$ cat config.mk
export PLATFORM = sky130hd
export DESIGN_NAME = sc_xcvr
export DESIGN_NICKNAME = d
export VERILOG_FILES = /design/src/rtl/sc_pkg.sv /design/src/rtl/sc_sync.sv /design/src/rtl/sc_etu_timer.sv /design/src/rtl/sc_tx.sv /design/src/rtl/sc_rx.sv /design/src/rtl/sc_xcvr.sv
export SDC_FILE = /design/constraint.sdc
export NUM_CORES = 1
export LEC_CHECK = 0
export ABC_AREA = 1
export CAP_MARGIN = 15
export CORE_MARGIN = 5
export CORE_UTILIZATION = 25
export CTS_CLUSTER_SIZE = 10
export DETAILED_ROUTE_END_ITERATION = 16
export GPL_ROUTABILITY_DRIVEN = 0
export PLACE_DENSITY = 0.44
export SETUP_SLACK_MARGIN = 0.02
export SLEW_MARGIN = 20
export SYNTH_ARGS = -nofsm -noshare
export SYNTH_HDL_FRONTEND = slang
export SYNTH_SLANG_ARGS = --single-unit
$ cat constraint.sdc
create_clock -name clk -period 3 [get_ports clk]
set_clock_uncertainty 0.15 [all_clocks]
set_input_delay 0.6 -clock clk [delete_from_list [all_inputs] [get_ports clk]]
set_output_delay 0.6 -clock clk [all_outputs]
set_load 0.02 [all_outputs]
$ cat src/rtl/sc_pkg.sv
package sc_pkg;

   typedef struct packed {
      logic msb_first;
      logic invert;
      logic t1;
      logic last_char;
   } sc_mode_t;

   // line order <-> byte order, then optional complement (an involution)
   function automatic logic [7:0] sc_map_byte(input logic [7:0] b,
                                              input logic       msb,
                                              input logic       inv);
      logic [7:0] r;
      for (int i = 0; i < 8; i++) r[i] = msb ? b[7-i] : b[i];
      return r ^ {8{inv}};
   endfunction

endpackage

$ cat src/rtl/sc_sync.sv
module sc_sync #(
   parameter int   STAGES  = 2,
   parameter logic RST_VAL = 1'b1
) (
   input  logic clk,
   input  logic rst_n,
   input  logic d,
   output logic q
);
   if (STAGES < 1) begin : g_bad_stages
      $error("sc_sync: STAGES must be at least 1");
   end

   if (STAGES == 1) begin : g_one
      logic s_q;
      always_ff @(posedge clk or negedge rst_n)
         if (!rst_n) s_q <= RST_VAL;
         else        s_q <= d;
      assign q = s_q;
   end else begin : g_chain
      logic [STAGES-1:0] s_q;
      always_ff @(posedge clk or negedge rst_n)
         if (!rst_n) s_q <= {STAGES{RST_VAL}};
         else        s_q <= {s_q[STAGES-2:0], d};
      assign q = s_q[STAGES-1];
   end
endmodule

$ cat src/rtl/sc_etu_timer.sv
module sc_etu_timer #(
   parameter int W    = 16,
   parameter bit HALF = 1'b0
) (
   input  logic         clk,
   input  logic         rst_n,
   input  logic         restart,
   input  logic [W-1:0] len,
   output logic         tick
);
   localparam logic [W-1:0] ONE = W'(1);

   logic [W-1:0] cnt;
   logic         wrap;

   assign wrap = (cnt == len - ONE);

   always_ff @(posedge clk or negedge rst_n)
      if (!rst_n)       cnt <= '0;
      else if (restart) cnt <= '0;
      else if (wrap)    cnt <= '0;
      else              cnt <= cnt + ONE;

   if (HALF) begin : g_mid
      assign tick = (cnt == (len >> 1) - ONE);
   end else begin : g_end
      assign tick = wrap;
   end
endmodule

$ cat src/rtl/sc_tx.sv
module sc_tx
   import sc_pkg::*;
#(
   parameter int ETU_W   = 16,
   parameter int GUARD_W = 8
) (
   input  logic               clk,
   input  logic               rst_n,
   input  sc_mode_t           mode,
   input  logic [ETU_W-1:0]   etu_len,
   input  logic [GUARD_W-1:0] guard_ext,
   input  logic               wr,
   input  logic [7:0]         wdata,
   input  logic               line_s,
   output logic               busy,
   output logic               oe
);
   localparam int GL_W = GUARD_W + 1;
   localparam logic [GL_W-1:0] G_ONE = GL_W'(1);
   localparam logic [GL_W-1:0] G_TWO = GL_W'(2);

   typedef enum logic [1:0] {TX_IDLE, TX_SEND, TX_GUARD} tx_st_e;

   tx_st_e          st;
   logic [3:0]      bit_idx;
   logic [GL_W-1:0] g_idx;
   logic [GL_W-1:0] guard_len;
   logic [9:0]      frame;
   logic            err_seen;
   logic            tick;
   logic [7:0]      lb;

   assign lb        = sc_map_byte(wdata, mode.msb_first, mode.invert);
   assign guard_len = mode.last_char ? G_TWO : GL_W'(guard_ext) + G_TWO;

   sc_etu_timer #(.W(ETU_W), .HALF(1'b0)) u_tmr (
      .clk     (clk),
      .rst_n   (rst_n),
      .restart (st == TX_IDLE),
      .len     (etu_len),
      .tick    (tick)
   );

   always_ff @(posedge clk or negedge rst_n) begin
      if (!rst_n) begin
         st       <= TX_IDLE;
         bit_idx  <= '0;
         g_idx    <= '0;
         frame    <= '1;
         err_seen <= 1'b0;
      end else begin
         unique case (st)
            TX_IDLE: if (wr) begin
               frame   <= {^lb, lb, 1'b0};
               bit_idx <= '0;
               st      <= TX_SEND;
            end
            TX_SEND: if (tick) begin
               if (bit_idx == 4'd9) begin
                  st       <= TX_GUARD;
                  g_idx    <= '0;
                  err_seen <= 1'b0;
               end else begin
                  bit_idx <= bit_idx + 4'd1;
               end
            end
            TX_GUARD: if (tick) begin
               // one etu after parity end lies inside the error window
               if (g_idx == '0 && !mode.t1 && !line_s) err_seen <= 1'b1;
               if (g_idx == guard_len - G_ONE) begin
                  if (err_seen && !mode.t1) begin
                     st      <= TX_SEND;
                     bit_idx <= '0;
                  end else begin
                     st <= TX_IDLE;
                  end
               end else begin
                  g_idx <= g_idx + G_ONE;
               end
            end
            default: st <= TX_IDLE;
         endcase
      end
   end

   assign busy = (st != TX_IDLE);
   assign oe   = (st == TX_SEND) && !frame[bit_idx];

   // start bit is on the line as soon as busy rises
   p_start_low_r2: assert property (@(posedge clk) disable iff (!rst_n)
      $rose(busy) |-> oe);

   // a write during a transfer never reloads the frame
   p_frame_kept_r6: assert property (@(posedge clk) disable iff (!rst_n)
      busy |=> $stable(frame));
endmodule

$ cat src/rtl/sc_rx.sv
module sc_rx
   import sc_pkg::*;
#(
   parameter int ETU_W = 16
) (
   input  logic             clk,
   input  logic             rst_n,
   input  logic             msb_first,
   input  logic             invert,
   input  logic             t1,
   input  logic [ETU_W-1:0] etu_len,
   input  logic             enable,
   input  logic             line_s,
   output logic [7:0]       data,
   output logic             valid,
   output logic             perr,
   output logic             oe
);
   typedef enum logic [2:0] {RX_IDLE, RX_START, RX_BITS, RX_WAIT, RX_ERR} rx_st_e;

   rx_st_e     st;
   logic       prev;
   logic [7:0] sreg;
   logic [3:0] idx;
   logic       err_q;
   logic       tick;
   logic [8:0] nv;

   assign nv = {line_s, sreg};

   sc_etu_timer #(.W(ETU_W), .HALF(1'b1)) u_tmr (
      .clk     (clk),
      .rst_n   (rst_n),
      .restart (st == RX_IDLE),
      .len     (etu_len),
      .tick    (tick)
   );

   always_ff @(posedge clk or negedge rst_n) begin
      if (!rst_n) begin
         st    <= RX_IDLE;
         prev  <= 1'b1;
         sreg  <= '0;
         idx   <= '0;
         err_q <= 1'b0;
         data  <= '0;
         valid <= 1'b0;
         perr  <= 1'b0;
      end else begin
         prev  <= line_s;
         valid <= 1'b0;
         perr  <= 1'b0;
         if (!enable) begin
            st <= RX_IDLE;
         end else begin
            unique case (st)
               RX_IDLE: if (prev && !line_s) st <= RX_START;
               RX_START: if (tick) begin
                  st  <= line_s ? RX_IDLE : RX_BITS;
                  idx <= '0;
               end
               RX_BITS: if (tick) begin
                  sreg <= nv[8:1];
                  if (idx == 4'd8) begin
                     err_q <= ^nv;
                     perr  <= ^nv;
                     valid <= !(^nv && !t1);
                     data  <= sc_map_byte(nv[7:0], msb_first, invert);
                     st    <= RX_WAIT;
                  end else begin
                     idx <= idx + 4'd1;
                  end
               end
               RX_WAIT: if (tick) st <= (err_q && !t1) ? RX_ERR : RX_IDLE;
               RX_ERR:  if (tick) st <= RX_IDLE;
               default: st <= RX_IDLE;
            endcase
         end
      end
   end

   assign oe = (st == RX_ERR);

   p_valid_pulse_r8: assert property (@(posedge clk) disable iff (!rst_n)
      valid |=> !valid);

   p_no_drive_t1_r9: assert property (@(posedge clk) disable iff (!rst_n)
      oe |-> !t1);

   p_err_hold_r8: assert property (@(posedge clk) disable iff (!rst_n)
      ($rose(oe) && enable) |=> oe);
endmodule

$ cat src/rtl/sc_xcvr.sv
module sc_xcvr
   import sc_pkg::*;
#(
   parameter int ETU_W       = 16,
   parameter int GUARD_W     = 8,
   parameter int ETU_RESET   = 372,
   parameter int SYNC_STAGES = 2
) (
   input  logic               clk,
   input  logic               rst_n,
   input  logic               cfg_load,
   input  logic               cfg_msb_first,
   input  logic               cfg_invert,
   input  logic               cfg_t1,
   input  logic               cfg_last_char,
   input  logic [ETU_W-1:0]   cfg_etu,
   input  logic [GUARD_W-1:0] cfg_guard,
   input  logic               tx_wr,
   input  logic [7:0]         tx_data,
   output logic               tx_busy,
   output logic [7:0]         rx_data,
   output logic               rx_valid,
   output logic               rx_perr,
   input  logic               io_in,
   output logic               io_oe
);
   if (ETU_W < 3 || ETU_W > 30) begin : g_bad_etu_w
      $error("sc_xcvr: ETU_W out of range");
   end
   if (ETU_RESET < 4 || ETU_RESET >= (1 << ETU_W)) begin : g_bad_etu_rst
      $error("sc_xcvr: ETU_RESET must fit ETU_W and be at least 4");
   end
   if (GUARD_W < 1) begin : g_bad_guard_w
      $error("sc_xcvr: GUARD_W must be at least 1");
   end

   localparam logic [ETU_W-1:0] ETU_DEF = ETU_W'(ETU_RESET);

   sc_mode_t           mode_q;
   logic [ETU_W-1:0]   etu_q;
   logic [GUARD_W-1:0] guard_q;
   logic               line_s;
   logic               tx_oe;
   logic               rx_oe;

   always_ff @(posedge clk or negedge rst_n) begin
      if (!rst_n) begin
         mode_q  <= '0;
         etu_q   <= ETU_DEF;
         guard_q <= '0;
      end else if (cfg_load) begin
         mode_q  <= '{msb_first: cfg_msb_first, invert: cfg_invert,
                      t1: cfg_t1, last_char: cfg_last_char};
         etu_q   <= cfg_etu;
         guard_q <= cfg_guard;
      end
   end

   sc_sync #(.STAGES(SYNC_STAGES), .RST_VAL(1'b1)) u_sync (
      .clk   (clk),
      .rst_n (rst_n),
      .d     (io_in),
      .q     (line_s)
   );

   sc_tx #(.ETU_W(ETU_W), .GUARD_W(GUARD_W)) u_tx (
      .clk       (clk),
      .rst_n     (rst_n),
      .mode      (mode_q),
      .etu_len   (etu_q),
      .guard_ext (guard_q),
      .wr        (tx_wr),
      .wdata     (tx_data),
      .line_s    (line_s),
      .busy      (tx_busy),
      .oe        (tx_oe)
   );

   sc_rx #(.ETU_W(ETU_W)) u_rx (
      .clk       (clk),
      .rst_n     (rst_n),
      .msb_first (mode_q.msb_first),
      .invert    (mode_q.invert),
      .t1        (mode_q.t1),
      .etu_len   (etu_q),
      .enable    (!tx_busy),
      .line_s    (line_s),
      .data      (rx_data),
      .valid     (rx_valid),
      .perr      (rx_perr),
      .oe        (rx_oe)
   );

   assign io_oe = tx_oe | rx_oe;

   p_half_duplex_r12: assert property (@(posedge clk) disable iff (!rst_n)
      tx_busy |=> !rx_oe);

   p_cfg_hold_r11: assert property (@(posedge clk) disable iff (!rst_n)
      !cfg_load |=> ($stable(etu_q) && $stable(mode_q) && $stable(guard_q)));
endmodule

Word level (Yosys, flattened, before mapping)

Index checks and enable logic that the tools add are counted.

Register bits after elaboration: 115
Output and inout bits: 12
Logic and storage cells: 164

$add $sub $neg: 9
$lt $le $gt $ge: 1
Eq/ne operators: 30
Mux-type cells: 69
Bitwise operators: 4
Reduce and logical (&&, ||, !) cells: 29

Operators by type and width:

| cell                    | count |
|---|---|
| $mux W16                | 4 |
| $eq A16 B16 Y1          | 3 |
| $mux W9                 | 5 |
| $mux W4                 | 9 |
| $add A16 B1 Y16 const B | 2 |
| $mux W1                 | 30 |
| $mux W3                 | 8 |
| $reduce_and A5 Y1       | 4 |
| $ne A3 B2 Y1 const B    | 6 |
| $pmux W9 S2             | 1 |
| $ne A2 B1 Y1 const B    | 8 |
| $sub A15 B1 Y16 const B | 1 |
| $sub A16 B1 Y16 const B | 1 |
| $xor A8 B8 Y8           | 2 |
| $pmux W3 S5             | 1 |
| $mux W2                 | 6 |
| $pmux W4 S3             | 1 |
| $add A8 B2 Y9 const B   | 1 |
| $add A9 B1 Y9 const B   | 1 |
| $eq A9 B9 Y1            | 1 |
| $logic_not A9 Y1        | 1 |
| $reduce_xor A9 Y1       | 1 |
| $sub A9 B1 Y9 const B   | 1 |
| $add A4 B1 Y4 const B   | 2 |
| other kinds (26)        | 42 |

Depth between registers and ports, before layout

Word-level depth: 7
Mapped depth: 18
Mapped depth without buffers: 18

Cells and area by module

Synthesis repeated with hierarchy kept, for this count alone.

Cells, all modules: 1328
Area total of the unflattened synthesis: 8804.7 µm²

Modules (own cells, without submodules):

| module                     | instances | cells an instance | area an instance (µm²) | seq. area each (µm²) |
|---|---|---|---|---|
| sc_tx                      | 1         | 349               | 2311.0                 | 663.1 |
| sc_etu_timer at u_rx.u_tmr | 1         | 348               | 2015.7                 | 400.4 |
| sc_etu_timer at u_tx.u_tmr | 1         | 296               | 1760.4                 | 400.4 |
| sc_rx                      | 1         | 213               | 1572.8                 | 676.9 |
| sc_xcvr                    | 1         | 120               | 1092.3                 | 706.9 |
| sc_sync                    | 1         | 2                 | 52.6                   | 52.6 |

Worst setup path after synthesis

No wires, ideal clock.

Path type: register to register
Start point: register mode_q[0] (netlist name)
End point: register u_tx.g_idx[0]
Data arrival time: 2.136 ns
Data required time: 2.730 ns
Setup slack: 0.593 ns
Stages on the path, launching flop included: 16
Path buffers: 1
Period minus slack after synthesis: 2.407 ns
Path through: dfrtp_1 -> inv_1 -> buf_2 -> nand2_1 -> ha_1 -> xnor2_1 -> a21oi_1 -> nand3_1 -> nor2_1 -> nand4_1 -> nor2_1 -> nand3_2 -> nor2_8 -> inv_1 -> nand3_1 -> nand2_1

Longest elaborated chain between the ends: 5

RTL lines:

| what                        | RTL line      | source |
|---|---|---|
| start: declaration          | sc_xcvr.sv:39 | `sc_mode_t mode_q;` |
| start signal: assignment    | sc_xcvr.sv:52 | `mode_q <= '{msb_first: cfg_msb_first, invert: cfg_invert,` |
| $mux W9                     | sc_tx.sv:34   | `assign guard_len = mode.last_char ? G_TWO : GL_W'(guard_ext) + G_TWO;` |
| $sub A9 B1 Y9               | sc_tx.sv:70   | `if (g_idx == guard_len - G_ONE) begin` |
| $eq A9 B9 Y1                | sc_tx.sv:70   |  |
| $ne A2 B2 Y1 (no line)      | n/a           |  |
| $reduce_and A5 Y1 (no line) | n/a           |  |
| end signal: assignment      | sc_tx.sv:78   | `g_idx <= g_idx + G_ONE;` |
| end: declaration            | sc_tx.sv:26   | `logic [GL_W-1:0] g_idx;` |

No other way between the ends.
A chain may end at the register's enable or synchronous reset.

Worst setup path after layout

Start point: register u_tx.bit_idx[0]
End point: output port io_oe

Longest elaborated chain between the ends: 5

RTL lines:

| what                          | RTL line      | source |
|---|---|---|
| start: declaration            | sc_tx.sv:25   | `logic [3:0] bit_idx;` |
| start signal: assignment      | sc_tx.sv:64   | `bit_idx <= bit_idx + 4'd1;` |
| $bmux W1 S4                   | sc_tx.sv:87   | `assign oe = (st == TX_SEND) && !frame[bit_idx];` |
| $mux W1 (not written as such) | sc_tx.sv:87   |  |
| $logic_not A1 Y1              | sc_tx.sv:87   |  |
| $logic_and A1 B1 Y1           | sc_tx.sv:87   |  |
| $or A1 B1 Y1                  | sc_xcvr.sv:94 | `assign io_oe = tx_oe \| rx_oe;` |
| end: declaration              | sc_xcvr.sv:25 | `output logic io_oe` |

No other way between the ends. The select of a mux whose other input is x is not followed.

==> reports/qor.yml <==
worst_setup_path:
  critPathLaunchType: "flip-flop"
  crit_type: "flip-flop to output pin"
  crit_start: "u_tx.bit_idx[0]"
  slowest_delay_ns: 0.37
  ff2ff_path_depth: 17
  crit_fanout: 8
  crit_path_frequent_cell: "o21ai_0"
  arrival_ns: 2.01
  critPathCaptureType: "output pin"
  crit_path_cell_trace: "buf_4 > o21ai_0 > o21ai_0 > o21ai_0 > o22ai_1 > o21ai_0 > dlygate4sd2_1"
  r2r_start: "etu_q[2]"
  crit_slowest_cell: "dfrtp_1"
  required_ns: 2.25
floorplan:
  core-area_mm2: 0.0313
  die_w_um: 187
  dieArea_mm2: 0.0352
  start_util_pct: 25.2
  rows: 65
  ios: 53
  die_h_um: 187
sta:
  relSlewSlack_pct: 53.4
  tns_ns: 0
  tightest_slew_ns: 0.699
  slew_viol_final: 0
  period_share_pct: 92.0
  fin_crit_ns: 2.76
  fmax_mhz: 362
  rsz0062_at_grt: "no"
  final-hold-violation-count: 0
  finalSetupViolCount: 0
routing:
  ant_nets: 0
  drc_errors: 0
  vias: 6938
  drt_first_iter_violations: 465
  viasPerCell: 4.42
  wire_per_inst_um: 13.9
  routed_wl_um: 21800
  first_pass_iters: 5
logic_synthesis:
  yosysWarningCount: 0
  synth_edf_count: 0
  synth_ff_type: "dfrtp_1"
  ys_async_sr_fraction_pct: 100
  syn_avg_cell_area_um2: 7.24
  syn_area_mm2: 0.00788
  syn_nets: 1145
  synth_seq_area_share_pct: 36.8
  ys_types: 40
  synth_cells: 1088
  ys_seq_elements: 115
clocking:
  htree_levels: 4
  numCtsBuffers: 17
  cts.sinks: 115
  root_buffer: "clkbuf_16"
  hold_buffers: 0
  cts.clk_slew.worst_paths_ns: 0.06
  cts_tree: "built"
  clockBufferDepth: 2
  clk-insertion-delay-late_ns: 0.42
grt:
  grt_max_degree: 45
  antenna_found_initial: 0
  use_met1_pct: 17.9
  use_met2_pct: 19.3
  grt.total_usage_pct: 12.6
  grt_pass1_wl_um: 36000
  grt-busiest-layer: "met2"
  overflow: 0
  grt_use_met3_pct: 2.14
  grt_pass1_vias: 6789
placement:
  io_buffers: 52
  dp.cells: 1536
  dpl.hpwl_um: 16900
final_layout:
  final_util_pct: 30.6
  drive_gt1_share_pct: 11.6
  insertedDiodeCount: 0
  layout.nets: 1212
  final_cells: 1570
  final_common_cell: "nand2_1"
  syn_to_final_growth_pct: 21.6
  final_cell_mix: "286 x nand2_1, 111 x inv_1, 106 x nor2_1"
power_and_ir_drop:
  p_seq_share_pct: 34.5
  power_switching_mw: 2.11
  pwr-share-comb_pct: 29.6
  finalPower_mw: 5.74
  intPower_mw: 3.63
  ir_drop_uv: 273
  p_per_area_mw_per_mm2: 600
  leakage_nw: 4.20
  p_sw_share_pct: 36.7
  clkPwrFrac_pct: 35.9
job:
  maxCapViolCount: 0
min_path:
  hp-class: "primary input to async pin"
run_status:
  status: "complete, no violations"
-- worst paths after layout --
check                                        end  slack (ns)
setup / recovery                           io_oe        0.24
hold reg to reg            u_sync.g_chain.s_q[1]        0.21
hold / removal                 u_tx.u_tmr.cnt[1]        0.06
setup reg to reg                   u_tx.g_idx[2]        0.26
min in group clk           u_sync.g_chain.s_q[1]        0.21
max in group asynchronous          u_tx.frame[1]        1.89
-- critical path: cells and delay by family (launching register included) --
family | cells | cell delay (ns)
buffers and inverters | 2 | 0.53
AO/OA/AOI/OAI | 5 | 0.70
flip-flops | 1 | 0.37
-- state kept, by name (all words and copies together), names as in the netlist, 2 cells and up --
name and flops:
etu_q 16, guard_q 8, mode_q 4, u_rx.data 8, u_rx.idx 4, u_rx.sreg 8, u_rx.st 3, u_rx.u_tmr.cnt 16
u_sync.g_chain.s_q 2, u_tx.bit_idx 4, u_tx.frame 10, u_tx.g_idx 9, u_tx.st 2, u_tx.u_tmr.cnt 16
-- per-layer routing --
| metal | wire, um | vias up | part of all wire [%] |
|---|---|---|---|
| li1 | - | 3633 | - |
| met2 | 9620 | 95 | 44 |
| met1 | 11200 | 3181 | 51 |
| met5 | 0 | - | 0 |
| met3 | 516 | 29 | 2.4 |
| met4 | 493 | 0 | 2.3 |
-- Yosys cell counts, drive strengths merged (11+ instances only) --
master / n / area share, %
clkbuf: 15 / 0.71
o21ai: 101 / 6.9
dfrtp: 97 / 31
nand4: 19 / 1.5
dfstp: 18 / 6.0
nand2: 295 / 14
nor3: 18 / 1.2
inv: 117 / 5.6
xnor2: 22 / 2.4
ha: 16 / 2.5
xor2: 79 / 8.8
a21oi: 14 / 0.89
nor4: 11 / 0.87
nand3: 104 / 6.9
nor2: 123 / 7.0
-- through the flow --
stage / setup WS [ns] / hold WS (ns) / instance area (um2)
after floorplan: 0.593 / 0.154 / 7880
after global placement: 0.172 / 0.196 / 8930
after detailed placement: 0.120 / 0.198 / 8930
after CTS: 0.0974 / 0.0758 / 9520
after global routing: 0.0145 / 0.0921 / 9580
final: 0.240 / 0.0607 / 9580
-- power by group through the flow --
stage	clock, mW	combinational (mW)	sequential, mW
finish	2.06	1.70	1.98
global route	2.19	1.93	2.02
CTS	2.12	1.68	1.98
detailed placement	0	1.68	2.01
global placement	0	1.68	2.01
floorplan	0	1.21	1.92
-- cell type report --
class,count,area (um2)
clock buffer,18,439
tap,402,503
clock inverter,14,154
multi-input combinational,828,4440
timing repair inverter,1,5.00
fill,3305,21700
inverter,120,458
timing repair buffer,72,674
sequential,115,2900
-- logic make-up after synthesis --
logic type,Yosys count,synth area share (%)
simple gates,585,33.1
buf+inv,145,7.24
compound gates,122,8.50
flops,115,36.8
xor+xnor,101,11.2
fa+ha+maj,16,2.54
mux,4,0.572
-- repair_timing --
item                                   4_1_cts  5_1_grt
endpoints found under the hold margin        0        0
setup buffers                                0        1
cloned                                       0        1
pin swaps                                    0        1
setup endpoints to repair                    1       37
resized for setup                            1        9
Power figures use the tool's default switching activity.
